File: config.mk
export PLATFORM = sky130hd
export DESIGN_NAME = rom_bank_mapper
export DESIGN_NICKNAME = d
export VERILOG_FILES = /design/src/rtl/rom_bank_mapper.sv
export SDC_FILE = /design/constraint.sdc
export NUM_CORES = 1
export LEC_CHECK = 0
export CAP_MARGIN = 20
export CORE_MARGIN = 4
export CORE_UTILIZATION = 38
export CTS_BUF_LIST = sky130_fd_sc_hd__clkbuf_4 sky130_fd_sc_hd__clkbuf_8
export CTS_CLUSTER_SIZE = 20
export DETAILED_ROUTE_END_ITERATION = 8
export PLACE_DENSITY = 0.82
export SLEW_MARGIN = 30
export SYNTH_ARGS = -nofsm -noshare
export SYNTH_HDL_FRONTEND = slang
export SYNTH_SLANG_ARGS = --single-unit
export TNS_END_PERCENT = 20
File: constraint.sdc
create_clock -name clk -period 0.8 [get_ports clk]
set_input_delay 0.24 -clock clk [delete_from_list [all_inputs] [get_ports clk]]
set_output_delay 0.24 -clock clk [all_outputs]
set_load 0.01 [all_outputs]
File: src/rtl/rom_bank_mapper.sv
module rom_bank_mapper #(
  parameter int NUM_BANKS = 64,
  parameter int LOW_W     = 5,
  parameter int HIGH_W    = 2,
  parameter int ROM_AW    = $clog2(NUM_BANKS) + 14
) (
  input  logic              clk,
  input  logic              rst_n,
  input  logic              wr_en,
  input  logic [15:0]       wr_addr,
  input  logic [7:0]        wr_data,
  input  logic              rd_en,
  input  logic [15:0]       rd_addr,
  output logic [ROM_AW-1:0] rom_addr,
  output logic              rom_valid
);
  localparam int SEL_W  = LOW_W + HIGH_W;
  localparam int WIDE_W = SEL_W + 14;

  logic [LOW_W-1:0]  low_q;
  logic [HIGH_W-1:0] high_q;
  logic              mode_q;

  wire wr_low  = wr_en && (wr_addr[15:13] == 3'b001);
  wire wr_high = wr_en && (wr_addr[15:13] == 3'b010);
  wire wr_mode = wr_en && (wr_addr[15:13] == 3'b011);

  wire [LOW_W-1:0] low_in = wr_data[LOW_W-1:0];

  logic unused_bits;
  assign unused_bits = &{wr_addr[12:0], wr_data[7:LOW_W]};

  always_ff @(posedge clk or negedge rst_n) begin
    if (!rst_n) begin
      low_q  <= LOW_W'(1);
      high_q <= '0;
      mode_q <= 1'b0;
    end else begin
      if (wr_low)  low_q  <= (low_in == '0) ? LOW_W'(1) : low_in;
      if (wr_high) high_q <= wr_data[HIGH_W-1:0];
      if (wr_mode) mode_q <= wr_data[0];
    end
  end

  wire [SEL_W-1:0]  bank_sel = mode_q ? {{HIGH_W{1'b0}}, low_q} : {high_q, low_q};
  wire [WIDE_W-1:0] sw_wide  = {bank_sel, rd_addr[13:0]};
  logic [ROM_AW-1:0] sw_addr;
  wire  [ROM_AW-1:0] fx_addr = {{(ROM_AW-14){1'b0}}, rd_addr[13:0]};

  generate
    if (ROM_AW <= WIDE_W) begin : g_trunc
      assign sw_addr = sw_wide[ROM_AW-1:0];
    end else begin : g_ext
      assign sw_addr = {{(ROM_AW-WIDE_W){1'b0}}, sw_wide};
    end
  endgenerate

  wire rd_ok = rd_en && !rd_addr[15];

  always_ff @(posedge clk or negedge rst_n) begin
    if (!rst_n) begin
      rom_addr  <= '0;
      rom_valid <= 1'b0;
    end else begin
      rom_valid <= rd_ok;
      if (rd_ok) rom_addr <= rd_addr[14] ? sw_addr : fx_addr;
    end
  end
endmodule

# Yosys cells after proc, flatten, opt, wreduce, memory -nomap -nowiden
# Cells that the tools add are included.
dict set report word_totals {
  ff_bits 28
  input_bits 44
  output_inout_bits 21
}
dict set report classes {
  n_eq_ne 3
  mux 3
  n_reduce_logical 6
}
# cell count
set ops {}
lappend ops {{$mux 20} 1}
lappend ops {{$eq 3x2->1 const B} 2}
lappend ops {{$mux 6} 1}
lappend ops {{$logic_not 5->1} 1}
lappend ops {{$mux 5} 1}
lappend ops {{$logic_and 1x1->1} 4}
lappend ops {{$eq 3x1->1 const B} 1}
lappend ops {{$logic_not 1->1} 1}

# Depth between registers and ports, before layout
# Gate-level depths: netlist of run 1.
dict set report logic_depth {
  depth_word 2
  mapped_depth 5
  mapped_depth_nobuf 4
}

# Least setup slack after synthesis of run 1
# No wires, ideal clock.
dict set report synth_path {
  path_type {input -> register}
  start {input wr_addr[15]}
  end {register low_q[1]}
  setup_ns 0.125
  t_arrival_ns 0.908
  required_time_ns 0.675
  setup_slack_ns -0.233
  stages 3
  path_cell_list {and4bb_1 -> buf_6 -> mux2_4}
}
dict set report synth_via {
  elab_chain_len 2
}
# item line
set synth_lines {}
lappend synth_lines {{from (decl)} 10} ;# input logic [15:0] wr_addr,
lappend synth_lines {{$eq 3x1->1} 24} ;# wire wr_low = wr_en && (wr_addr[15:13] == 3'b001);
lappend synth_lines {{$logic_and 1x1->1} 24}
lappend synth_lines {{to (signal assigned)} 39} ;# if (wr_low) low_q <= (low_in == '0) ? LOW_W'(1) : low_in;
lappend synth_lines {{to (decl)} 20} ;# logic [LOW_W-1:0] low_q;
# Every way passes these cells.
# A chain may end at the register's enable or synchronous reset.

# Worst setup path after layout of run 1
dict set report layout_path {
  start {register rom_addr[17]}
  end {output rom_addr[17]}
}
# item line
set layout_rtl {}
lappend layout_rtl {{from (decl)} 14} ;# output logic [ROM_AW-1:0] rom_addr,
lappend layout_rtl {{from (signal assigned)} 66} ;# if (rd_ok) rom_addr <= rd_addr[14] ? sw_addr : fx_addr;
# No word-level cell between the ends.

==> results.txt, run 1 <==
The run finished, with violations left. The checks that failed: setup timing. The number of core rows is 19. The overall via count from detail_route came out at a little over 900. The fraction of the cycle the final worst path needs came out at 1.38. In this run, synthesis inferred 0 flip-flops with an integrated enable. The largest net degree at the start of global routing came out at 21. By area the synthesized netlist is led by sky130_fd_sc_hd__dfrtp_1 (61%), sky130_fd_sc_hd__nand2_1 (18%), sky130_fd_sc_hd__mux2_4 (5.4%), sky130_fd_sc_hd__dfstp_2 (2.4%), sky130_fd_sc_hd__nand3_1 (2.2%).

The setup violation total in the final timing report is 26. The final critical delay including setup and external delays is 1.10 ns. The fraction of final layout cells with drive strength greater than 1 is 0.343. The smallest hold slack is 0.273 ns.

The xor/xnor share of the synthesized area came out at 0. For this run, the total global-route usage over all layers was measured as 0.145. The ratio of routed vias to standard cells came out at 4.60. The die extent in y came out at between 60 and 70 um. The number of standard cells in the layout, taps in and fillers out came out at 203.

CTS built an H-tree with a depth of 1. Grouping stages by cell kind, the critical path spends the most delay in flip-flops. The mapped cell area came out at roughly 1100 um^2. In this run the deepest clock path goes through 2 buffers. Setup repair after global routing could not meet its margin everywhere. The post-placement cell count is 191. Measured against its own limit, the worst slew margin works out to 0.833.

The die covers 3860 um^2. The fraction of the core area covered by cells at the end of the flow is 0.615. The number of buffers added by the clock tree synthesis step came out at 3. The net count of the finished layout is 217. CTS saw 28 sinks. Of the total synthesized cell area, the portion taken by AND, OR, NAND and NOR gates is 0.261. In the final timing run, aggregate negative setup slack is -6.25 ns.

The wire length of the first global-routing pass is 4650 um. The initial antenna violation count is 0. The final layout contains routed wiring with a total length of 2690 um.

The largest vdd supply drop came out at approximately 0.0012 V. The number of max-slew violations in the final report is 0. The final antenna diode count came out at 0. The average instance area after synthesis is 10.3 um^2. The number of detailed-route iterations in the first pass is 4. The total power per unit cell area is approximately 1900 nW/um^2. The initial standard-cell utilization of the core came out at 0.400. In this run the critical register-to-register path is launched from rom_addr[17]. Relative to the synthesized area, the layout overhead comes to 53.7%.

The element type at the critical path end is a primary output. For the final database, setup skew stands at 0.00775 ns. The via count of the first global-routing pass came out at ~1000.

The count of buffer and inverter cells on the critical path is 1. The number of gates on the worst path with buffers counted is 1. The worst path required time is about 0.56 ns.

The complex-gate fraction of the synthesized area is 0.00449. The I/O pin count came out at between 60 and 70. The leakage power summed over all cells is 0.921 nW. The endpoint of the worst-slack reg-to-reg timing path is rom_addr[17]. The min-delay analysis places its worst path in the category primary input to async pin. The horizontal extent of the die is 62.1 um.

The number of synthesis warnings is 0. The total congestion overflow is 0. The post-synthesis sequential element count came out at 28.

The fraction of registers with async set/reset came out at 1.00. The depth of the worst register-to-register path is 4. The average wire length per cell after detail routing came out at around 13 um. The number of different library cells in the post-synthesis netlist came out at 17. In this design, the stage delay of the slowest critical-path cell is approximately 0.4 ns. The routability congestion estimate from global placement is 0.772. Once routing completed, OpenROAD measured the worst setup slack at -0.304 ns. The number of DRC violations after detailed-routing iteration 0 came out at 36.

After synthesis, the largest family of logic cells by area is simple AND/OR/NAND/NOR gates. At the later pin of the worst-skew pair, clock insertion delay measures 0.31 ns. The synthesized net count is 152. Across the run, the number of max-cap violations was 0.

The portion of synthesized area spent on multiplexers is 0.0742. The proportion of synthesized chip area in sequential cells came out at 0.630. The post-synthesis share of cell area spent on full adders, half adders and majority gates is 0. Static timing analysis puts the maximum clock frequency at between 900 and 1000 MHz.

The final-report hold violation count is 0. The biggest area consumer among synthesized cells is sky130_fd_sc_hd__dfrtp_1. The core box area came out at 2780 um^2. The library cell contributing the largest single delay on the critical path is sky130_fd_sc_hd__dfrtp_1. The worst setup path category is flop to primary output. The signal on the critical path passes through buf_2. The measured slew at the worst slew-check pin came out at 0.250 ns. The fraction of post-synthesis cell area in the top cell type by area is 0.607. The remaining antenna violation count is 0. Along the worst path, the maximum fanout reaches 2.

The gate count after technology mapping is between 100 and 150. The reg2reg setup slack is -0.04 ns. CTS placed an instance of sky130_fd_sc_hd__clkbuf_4 at the clock tree root. The count of buffers added on input and output ports is 48. The DRC violations left is 0. STA classifies the critical path startpoint as a flop. In the synthesized netlist the dominant register cell turns out to be sky130_fd_sc_hd__dfrtp_1. The clock-pin transition on the worst setup and hold timing paths is 0.14 ns. The critical path data arrival time is 0.86 ns. The CTS tree is done.
==> state kept, by name, summed over array words and instances, names as in the netlist <==
name / flops
mode_q: 1
rom_valid: 1
rom_addr: 20
high_q: 1
low_q: 5
==> layer usage <==
metal | wire length [um] | vias to the layer above | global-route usage
met3 | 98 | 0 | 0.0306
met2 | 1520 | 21 | 0.269
li1 | - | 472 | -
met5 | 0 | - | 0
met1 | 1060 | 441 | 0.171
met4 | 0 | 0 | 0.0244
==> timing repair <==
action	4_1_cts	5_1_grt
gates resized for setup	115	6
pin swaps	3	0
hold buffers	0	0
endpoints found under the setup margin	49	26
buffers inserted	6	2
==> power breakdown <==
group / leakage, nW / switching [mW] / total (mW) / internal (mW)
registers: 0.348 / 0.115 / 1.75 / 1.64
clock network: 0.0184 / 0.380 / 0.608 / 0.228
logic: 0.555 / 0.350 / 0.829 / 0.479
total: 0.921 / 0.845 / 3.19 / 2.34
==> area by class of cell <==
type / instances / area (um^2)
multi-input combinational: 74 / 398
clock buffer: 4 / 30.0
sequential: 28 / 702
tap: 31 / 38.8
inverter: 1 / 6.26
timing repair buffer: 65 / 537
fill: 237 / 1070
==> worst max path at each step <==
stage / startpoint / end / slack, ns
global route: rom_addr[11] / rom_addr[11] / -0.36
global placement: wr_addr[15] / low_q[2] / -0.74
floorplan: wr_addr[15] / low_q[1] / -0.23
detailed placement: wr_addr[15] / low_q[3] / -0.82
CTS: rom_addr[4] / rom_addr[4] / -0.32
finish: rom_addr[17] / rom_addr[17] / -0.30
==> per-stage QoR <==
stage / worst slack, ns / power (mW) / area [um^2]
after detailed placement: -0.817 / 2.64 / 1680
after global routing: -0.363 / 3.39 / 1710
final: -0.304 / 3.19 / 1710
after CTS: -0.319 / 3.17 / 1670
after floorplan: -0.233 / 2.08 / 1110
after global placement: -0.742 / 2.60 / 1680
==> cells by family (layout without fill, tap and decap cells) <==
family,Yosys count,in the layout
flops,28,28
simple gates,67,67
compound gates,1,1
buf+inv,6,70
mux,6,6
==> layout by cell type (no fill, tap or decap), drive strengths merged <==
cell type	netlist	final
nand4b	2	2
dfstp	1	1
inv	1	1
nand2	54	54
nand2b	1	1
clkbuf	1	4
buf	4	42
nor4	1	1
nand3	5	5
and4bb	2	2
clkdlybuf4s50	0	17
dlygate4sd2	0	5
dfrtp	27	27
mux2	6	6
dlymetal6s2s	0	1
nor2	2	2
a21oi	1	1
==> synth_stat cells, types with 2 or more instances <==
cell                       number
sky130_fd_sc_hd__buf_2          3
sky130_fd_sc_hd__dfrtp_1       27
sky130_fd_sc_hd__mux2_2         2
sky130_fd_sc_hd__mux2_4         4
sky130_fd_sc_hd__nand2_1       54
sky130_fd_sc_hd__nand3_1        5
sky130_fd_sc_hd__nand4b_1       2
sky130_fd_sc_hd__nor2_1         2
(Power assumes the default switching activity.)
==> run 2: changes to the inputs <==
--- a/config.mk
+++ b/config.mk
@@ -11,7 +11,9 @@
 export CTS_BUF_LIST = sky130_fd_sc_hd__clkbuf_4 sky130_fd_sc_hd__clkbuf_8
 export CTS_CLUSTER_SIZE = 20
 export DETAILED_ROUTE_END_ITERATION = 8
+export HOLD_SLACK_MARGIN = 0.06
 export PLACE_DENSITY = 0.82
+export SKIP_LAST_GASP = 1
 export SLEW_MARGIN = 30
 export SYNTH_ARGS = -nofsm -noshare
 export SYNTH_HDL_FRONTEND = slang
==> results.txt, run 2 (same netlist as run 1, synthesis figures left out) <==
The via count of the first global-routing pass came to between 1000 and 1500. TritonCTS built the clock tree. The worst setup path category is flop to primary output. After global routing the overflow that remains totals 0. The worst-case clock skew is 0.00909 ns. The post-placement cell count is approximately 190. The routed layout has 941 vias. For this design the ratio of total power to cell area is between 1500 and 2000 nW/um^2. The cell sitting at the root of the clock tree is a sky130_fd_sc_hd__clkbuf_4. After layout, the design draws a total of 3.16 mW.

The setup TNS is -10.57 ns. STA classifies the critical path endpoint as a primary output. The number of max-slew violations in the final report is 0. For the worst-skew pair, the clock arrives at the later sink with an insertion delay of between 0.3 and 0.4 ns.

The number of core rows came out at 19. The placement-stage worst setup slack is -0.817 ns. The global router's overall resource usage came out at 0.143. The delay contributed by the slowest stage of the critical path came out at 0.41 ns. The count of buffers from port buffering came out at 48. The total of fill cells in the finished design is 244. The initial standard-cell utilization of the core came out at 0.400. The number of detailed-route iterations in the first pass is 4. At the end of the flow, the number of nets in the layout was 217. The cell family contributing the most delay on the critical path is flip-flops. Leaving out fill and tap cells, the most frequent cell in the layout is sky130_fd_sc_hd__nand2_1. The standard cell area after detailed placement is 1680 um^2.

In the layout the commonest cells are sky130_fd_sc_hd__nand2_1 (54), sky130_fd_sc_hd__dfrtp_1 (27), sky130_fd_sc_hd__clkdlybuf4s50_1 (23), sky130_fd_sc_hd__buf_2 (19), sky130_fd_sc_hd__buf_4 (16). The number of standard cells in the layout, taps in and fillers out is slightly above 200. The wire length of the first global-routing pass came out at around 4600 um.

The I/O pin count came out at 65. The die is 62.1 um wide. In the routed layout, each cell is associated on average with a via count of 4.64.

No sink is reached through more buffers than the 2 on the longest clock path. The die covers approximately 3900 um^2. For the pin with the worst max-slew slack, the measured transition is 0.247 ns.

The flow ran to the end, but the final reports show violations. In this run the worst hold path is classified as primary input to async pin. The largest net degree at the start of global routing came out at 21.

The worst path setup slack after routing came out at -0.309 ns. In this run the remaining antenna-violating nets after routing total 0. The final antenna diode count is 0. The clock drives 28 sinks. The cell area after layout is 1680 um^2. The largest vdd supply drop is 0.00120 V.

The checks that failed: setup timing. The worst setup path is launched from a flop. The fraction of final layout cells with drive strength greater than 1 is 0.297. At the worst endpoint, the required time is around 0.56 ns. Setup repair after global routing could not meet its margin everywhere.

The wire length after detailed routing is roughly 2700 um. The DRC violations left came out at 0. The register with the most flip-flops in the final layout is rom_addr. Derived from the worst setup path, the maximum achievable clock frequency is 901 MHz. The critical path goes through buf_2. The routability congestion estimate from global placement is 0.772. The largest registers in the layout are rom_addr: 20 flops, low_q: 5 flops. The setup violation total in the final timing report is 49. After layout, the minimum clock period comes to 1.11 ns. In this run the worst path has a maximum fanout of 2. The clock-pin transition on the worst setup and hold timing paths came out at 0.15 ns. The final-report hold violation count came to 0. In the final routed layout, each cell accounts on average for 13.1 um. The initial antenna violation count came out at 0. Data arrives at the worst endpoint at 0.87 ns.

The leakage power summed over all cells is 0.896 nW. In this run, the number of DRC markers left after iteration 0 of detailed routing was 36. In this run the number of H-tree levels came out at 1. At the end of the flow the core is filled with cells to 0.604. The fraction of the cycle the final worst path needs is 1.39. The die extent in y came out at 62.1 um. Relative to the synthesized area, the layout overhead comes to 50.8%. The number of flip-flops in the largest register came out at 20. For this design, the slowest cell found on the critical path is sky130_fd_sc_hd__dfrtp_1. The smallest hold slack came out at around 0.27 ns. The number of buffers added by the clock tree synthesis step came out at 3. Together, buffers and inverters on the worst path number 1. The number of violations of the max-capacitance limit came out at 0. The worst relative slew slack is 0.834.

The core box area came out at 2780 um^2.
==> run 2: changes by cell type in the layout (fill, tap and decap cells not counted), sizes merged <==
cell           change
dlygate4sd2        -1
clkdlybuf4s50      +6
buf                -4
dlymetal6s2s       -1
==> run 2: worst paths after layout <==
path	startpoint	slack [ns]	cells after the start	end
min	rst_n	0.27	1	low_q[0]
min in group clk	rd_addr[5]	0.43	3	rom_addr[5]
max reg2reg	low_q[0]	0	2	low_q[0]
max in group asynchronous	rst_n	0.33	2	low_q[3]
min reg2reg	rom_addr[19]	0.48	2	rom_addr[19]
max	rom_addr[17]	-0.31	1	rom_addr[17]
==> run 2: layout make-up <==
cell class | count | area [um^2] | share of cell area
Sequential cell | 28 | 702 | 0.418
Timing Repair Buffer | 65 | 523 | 0.311
Multi-Input combinational cell | 74 | 382 | 0.227
Tap cell | 31 | 38.8 | 0.0231
Clock buffer | 4 | 30.0 | 0.0179
Inverter | 1 | 3.75 | 0.00224
==> run 2: report_power, final <==
part | total [mW] | switching, mW | leakage, nW | internal, mW
combinational | 0.802 | 0.342 | 0.530 | 0.460
clock | 0.613 | 0.385 | 0.0184 | 0.229
sequential | 1.75 | 0.112 | 0.348 | 1.64
total | 3.16 | 0.838 | 0.896 | 2.32
==> run 2: layer usage <==
metal  share of wire  vias up  wire [um]  GRT usage
li1                -      473          -          -
met1            0.40      445       1060      0.168
met2            0.56       23       1510      0.267
met3           0.038        0        100     0.0306
met4               0        0          0     0.0244
met5               0        -          0          0
==> run 2: timing repair <==
action,CTS,global route
endpoints found under the setup margin,49,49
hold buffers,0,0
setup buffers,6,2
pin swaps,1,0
gates resized for setup,91,1
==> run 3: changes to the inputs <==
--- a/config.mk
+++ b/config.mk
@@ -18,4 +18,3 @@
 export SYNTH_ARGS = -nofsm -noshare
 export SYNTH_HDL_FRONTEND = slang
 export SYNTH_SLANG_ARGS = --single-unit
-export TNS_END_PERCENT = 20
==> results.txt, run 3 (same netlist as run 1, synthesis figures left out) <==
The die extent in y is between 60 and 70 um. The number of standard cells in the layout, taps in and fillers out came out at 203. The net switching fraction of the power is 0.271. For this run, the post-layout net count is 217. Of all nets on the critical path, the largest fanout is 2.

On the critical path, the stage with the largest delay is an instance of sky130_fd_sc_hd__dfrtp_1. The post-placement cell count came out at ~190. In this run the number of H-tree levels came out at 1.

The largest registers in the layout are rom_addr: 20 flops, low_q: 5 flops. The placed wire-length estimate after detailed placement is 2080 um. The horizontal extent of the die came out at slightly above 60 um. The number of detailed-route iterations in the first pass is 4. The wire length of the first global-routing pass came out at 4540 um. In this run the static leakage power is 0.921 nW. The worst relative slew slack came out at 0.823. The clock latency on the worst-skew pair came out at 0.32 ns. The clock-pin transition on the worst setup and hold timing paths is 0.14 ns. The number of clock buffers added by TritonCTS is 3. For the pin with the worst max-slew slack, the measured transition is around 0.27 ns.

The most common cell after layout, fill and taps aside is sky130_fd_sc_hd__nand2_1. Dividing the final minimum period by the clock period gives 1.41. The min-delay analysis places its worst path in the category primary input to async pin. The cell sitting at the root of the clock tree is a sky130_fd_sc_hd__clkbuf_4. The overall via count from detail_route came out at 970. At the end of routability-driven placement, the weighted congestion stood at about 0.74. The number of max-slew violations in the final report came to 0. The type of origin of the critical path is a flop. The full die area came out at 3860 um^2. In the layout the commonest cells are sky130_fd_sc_hd__nand2_1 (53), sky130_fd_sc_hd__dfrtp_1 (27), sky130_fd_sc_hd__buf_2 (21), sky130_fd_sc_hd__clkdlybuf4s50_1 (17), sky130_fd_sc_hd__buf_4 (14). The number of violations of the max-capacitance limit came out at 0.

The reg2reg setup slack is -0.04 ns. 0 antenna diodes ended up in the layout. The remaining antenna violation count came out at 0. The cell family contributing the most delay on the critical path is flip-flops. The sequential power share is 0.549. The net switching power came out at 0.869 mW. The fraction of final layout cells with drive strength greater than 1 is 0.355.

The number of gates on the worst path with buffers counted is 1. The total overflow left after global routing is 0. The delay contributed by the slowest stage of the critical path came out at around 0.42 ns. The total power per unit cell area is 1880 nW/um^2.

TritonCTS built the clock tree. The checks that failed: setup timing. The share of total power dissipated in the clock network is 0.195. The endpoint of the worst-slack reg-to-reg timing path is rom_addr[16]. The final layout contains routed wiring with a total length of roughly 2700 um. After layout, the minimum clock period comes to 1.13 ns.

In this run the critical register-to-register path is launched from rom_addr[16]. The element type at the critical path end is a primary output. The achievable frequency is 888 MHz. The number of DRC violations after detailed-routing iteration 0 came out at 30. The worst-case clock skew came out at 0.00547 ns. The DRC violations left came out at 0.

IR analysis of the VDD net gives a maximum drop of 0.00133 V. The total number of clock tree sinks is 28. The count of buffers from port buffering came out at 48. The core box area is 2780 um^2. The total of fill cells in the finished design is 236. The initial antenna violation count came to 0. The final-report hold violation count is 0. The worst register-to-register path has a depth of 4. The number of core rows is 19. The number of buffers on the longest clock path came out at 2. The I/O pin count came out at 65. The largest net degree at the start of global routing is 21. The count of buffer and inverter cells on the critical path came out at 1. The initial utilization of the core area, before any placement, comes to 0.400. The via count of the first global-routing pass came out at roughly 990. The area added between synthesis and finish is 52.8%. The setup TNS came out at -6.44 ns. Setup repair after global routing could not meet its margin everywhere.

Across every metal layer, demand over resource in global routing totals 0.142. Dividing the detail-routed via count by the number of cells gives approximately 4.8. In the post-route analysis, the smallest setup slack over all paths is -0.326 ns.

Dividing the detail-routed wire length by the instance count gives 13.5 um. The share of total power dissipated in combinational logic is 0.256. The signal on the critical path passes through buf_2. The worst setup path category is flop to primary output. The internal power came out at 2.34 mW.

The critical path data arrival time came out at 0.89 ns. The number of flip-flops in the largest register is 20. The largest register by flop count is rom_addr. Setup violations remaining at the end of the flow were counted as 27. The run finished, with violations left. Data on the critical path is required at its endpoint by around 0.56 ns.
run 3: changes by cell type in the layout (fill, tap and decap cells not counted), sizes merged:
cell	change
clkdlybuf4s50	-6
buf	+4
dlygate4sd2	+1
dlymetal6s2s	+1
run 3: cell type report:
type | count | area [um^2] | share of cell area
clock buffer | 4 | 30.0 | 0.0176
timing repair buffer | 65 | 515 | 0.303
multi-input combinational | 74 | 412 | 0.242
inverter | 1 | 3.75 | 0.00221
sequential | 28 | 702 | 0.413
tap | 31 | 38.8 | 0.0228
run 3: how the worst max path moves through the flow:
stage / start / endpoint / slack [ns]
4_1_cts: rom_addr[1] / rom_addr[1] / -0.34
3_3_place_gp: wr_addr[15] / low_q[4] / -0.74
6_report: rom_addr[1] / rom_addr[1] / -0.33
3_5_place_dp: wr_addr[15] / low_q[1] / -0.79
5_1_grt: rom_addr[1] / rom_addr[1] / -0.37
2_1_floorplan: wr_addr[15] / low_q[1] / -0.23
run 3: layer usage:
layer,wire [um],GRT usage
met1,1050,0.158
met2,1500,0.262
met3,193,0.0450
met4,0,0.0244
met5,0,0
run 3: repair_timing:
action	4_1_cts	5_1_grt
setup endpoints to repair	49	26
hold endpoints to repair	0	0
pin swaps	5	2
resized for setup	115	5
buffers inserted	4	4
hold buffers	0	0
run 3: power groups by stage:
stage / Clock (mW) / Combinational (mW) / Sequential (mW)
6_report: 0.624 / 0.821 / 1.76
5_1_grt: 0.688 / 0.900 / 1.79
4_1_cts: 0.631 / 0.767 / 1.75
3_5_place_dp: 0 / 0.848 / 1.79
3_3_place_gp: 0 / 0.821 / 1.77
2_1_floorplan: 0 / 0.258 / 1.83
run 3: metrics by stage:
stage          hold slack, ns  setup slack [ns]  cell area [um^2]  total power [mW]  utilization
2_1_floorplan         -0.0556            -0.233              1120              2.09            -
3_3_place_gp            0.439            -0.743              1670              2.59        0.602
3_5_place_dp            0.445            -0.793              1670              2.64        0.602
4_1_cts                0.0830            -0.337              1650              3.15        0.593
5_1_grt                0.0661            -0.371              1700              3.38        0.612
6_report               0.0841            -0.326              1700              3.20        0.612
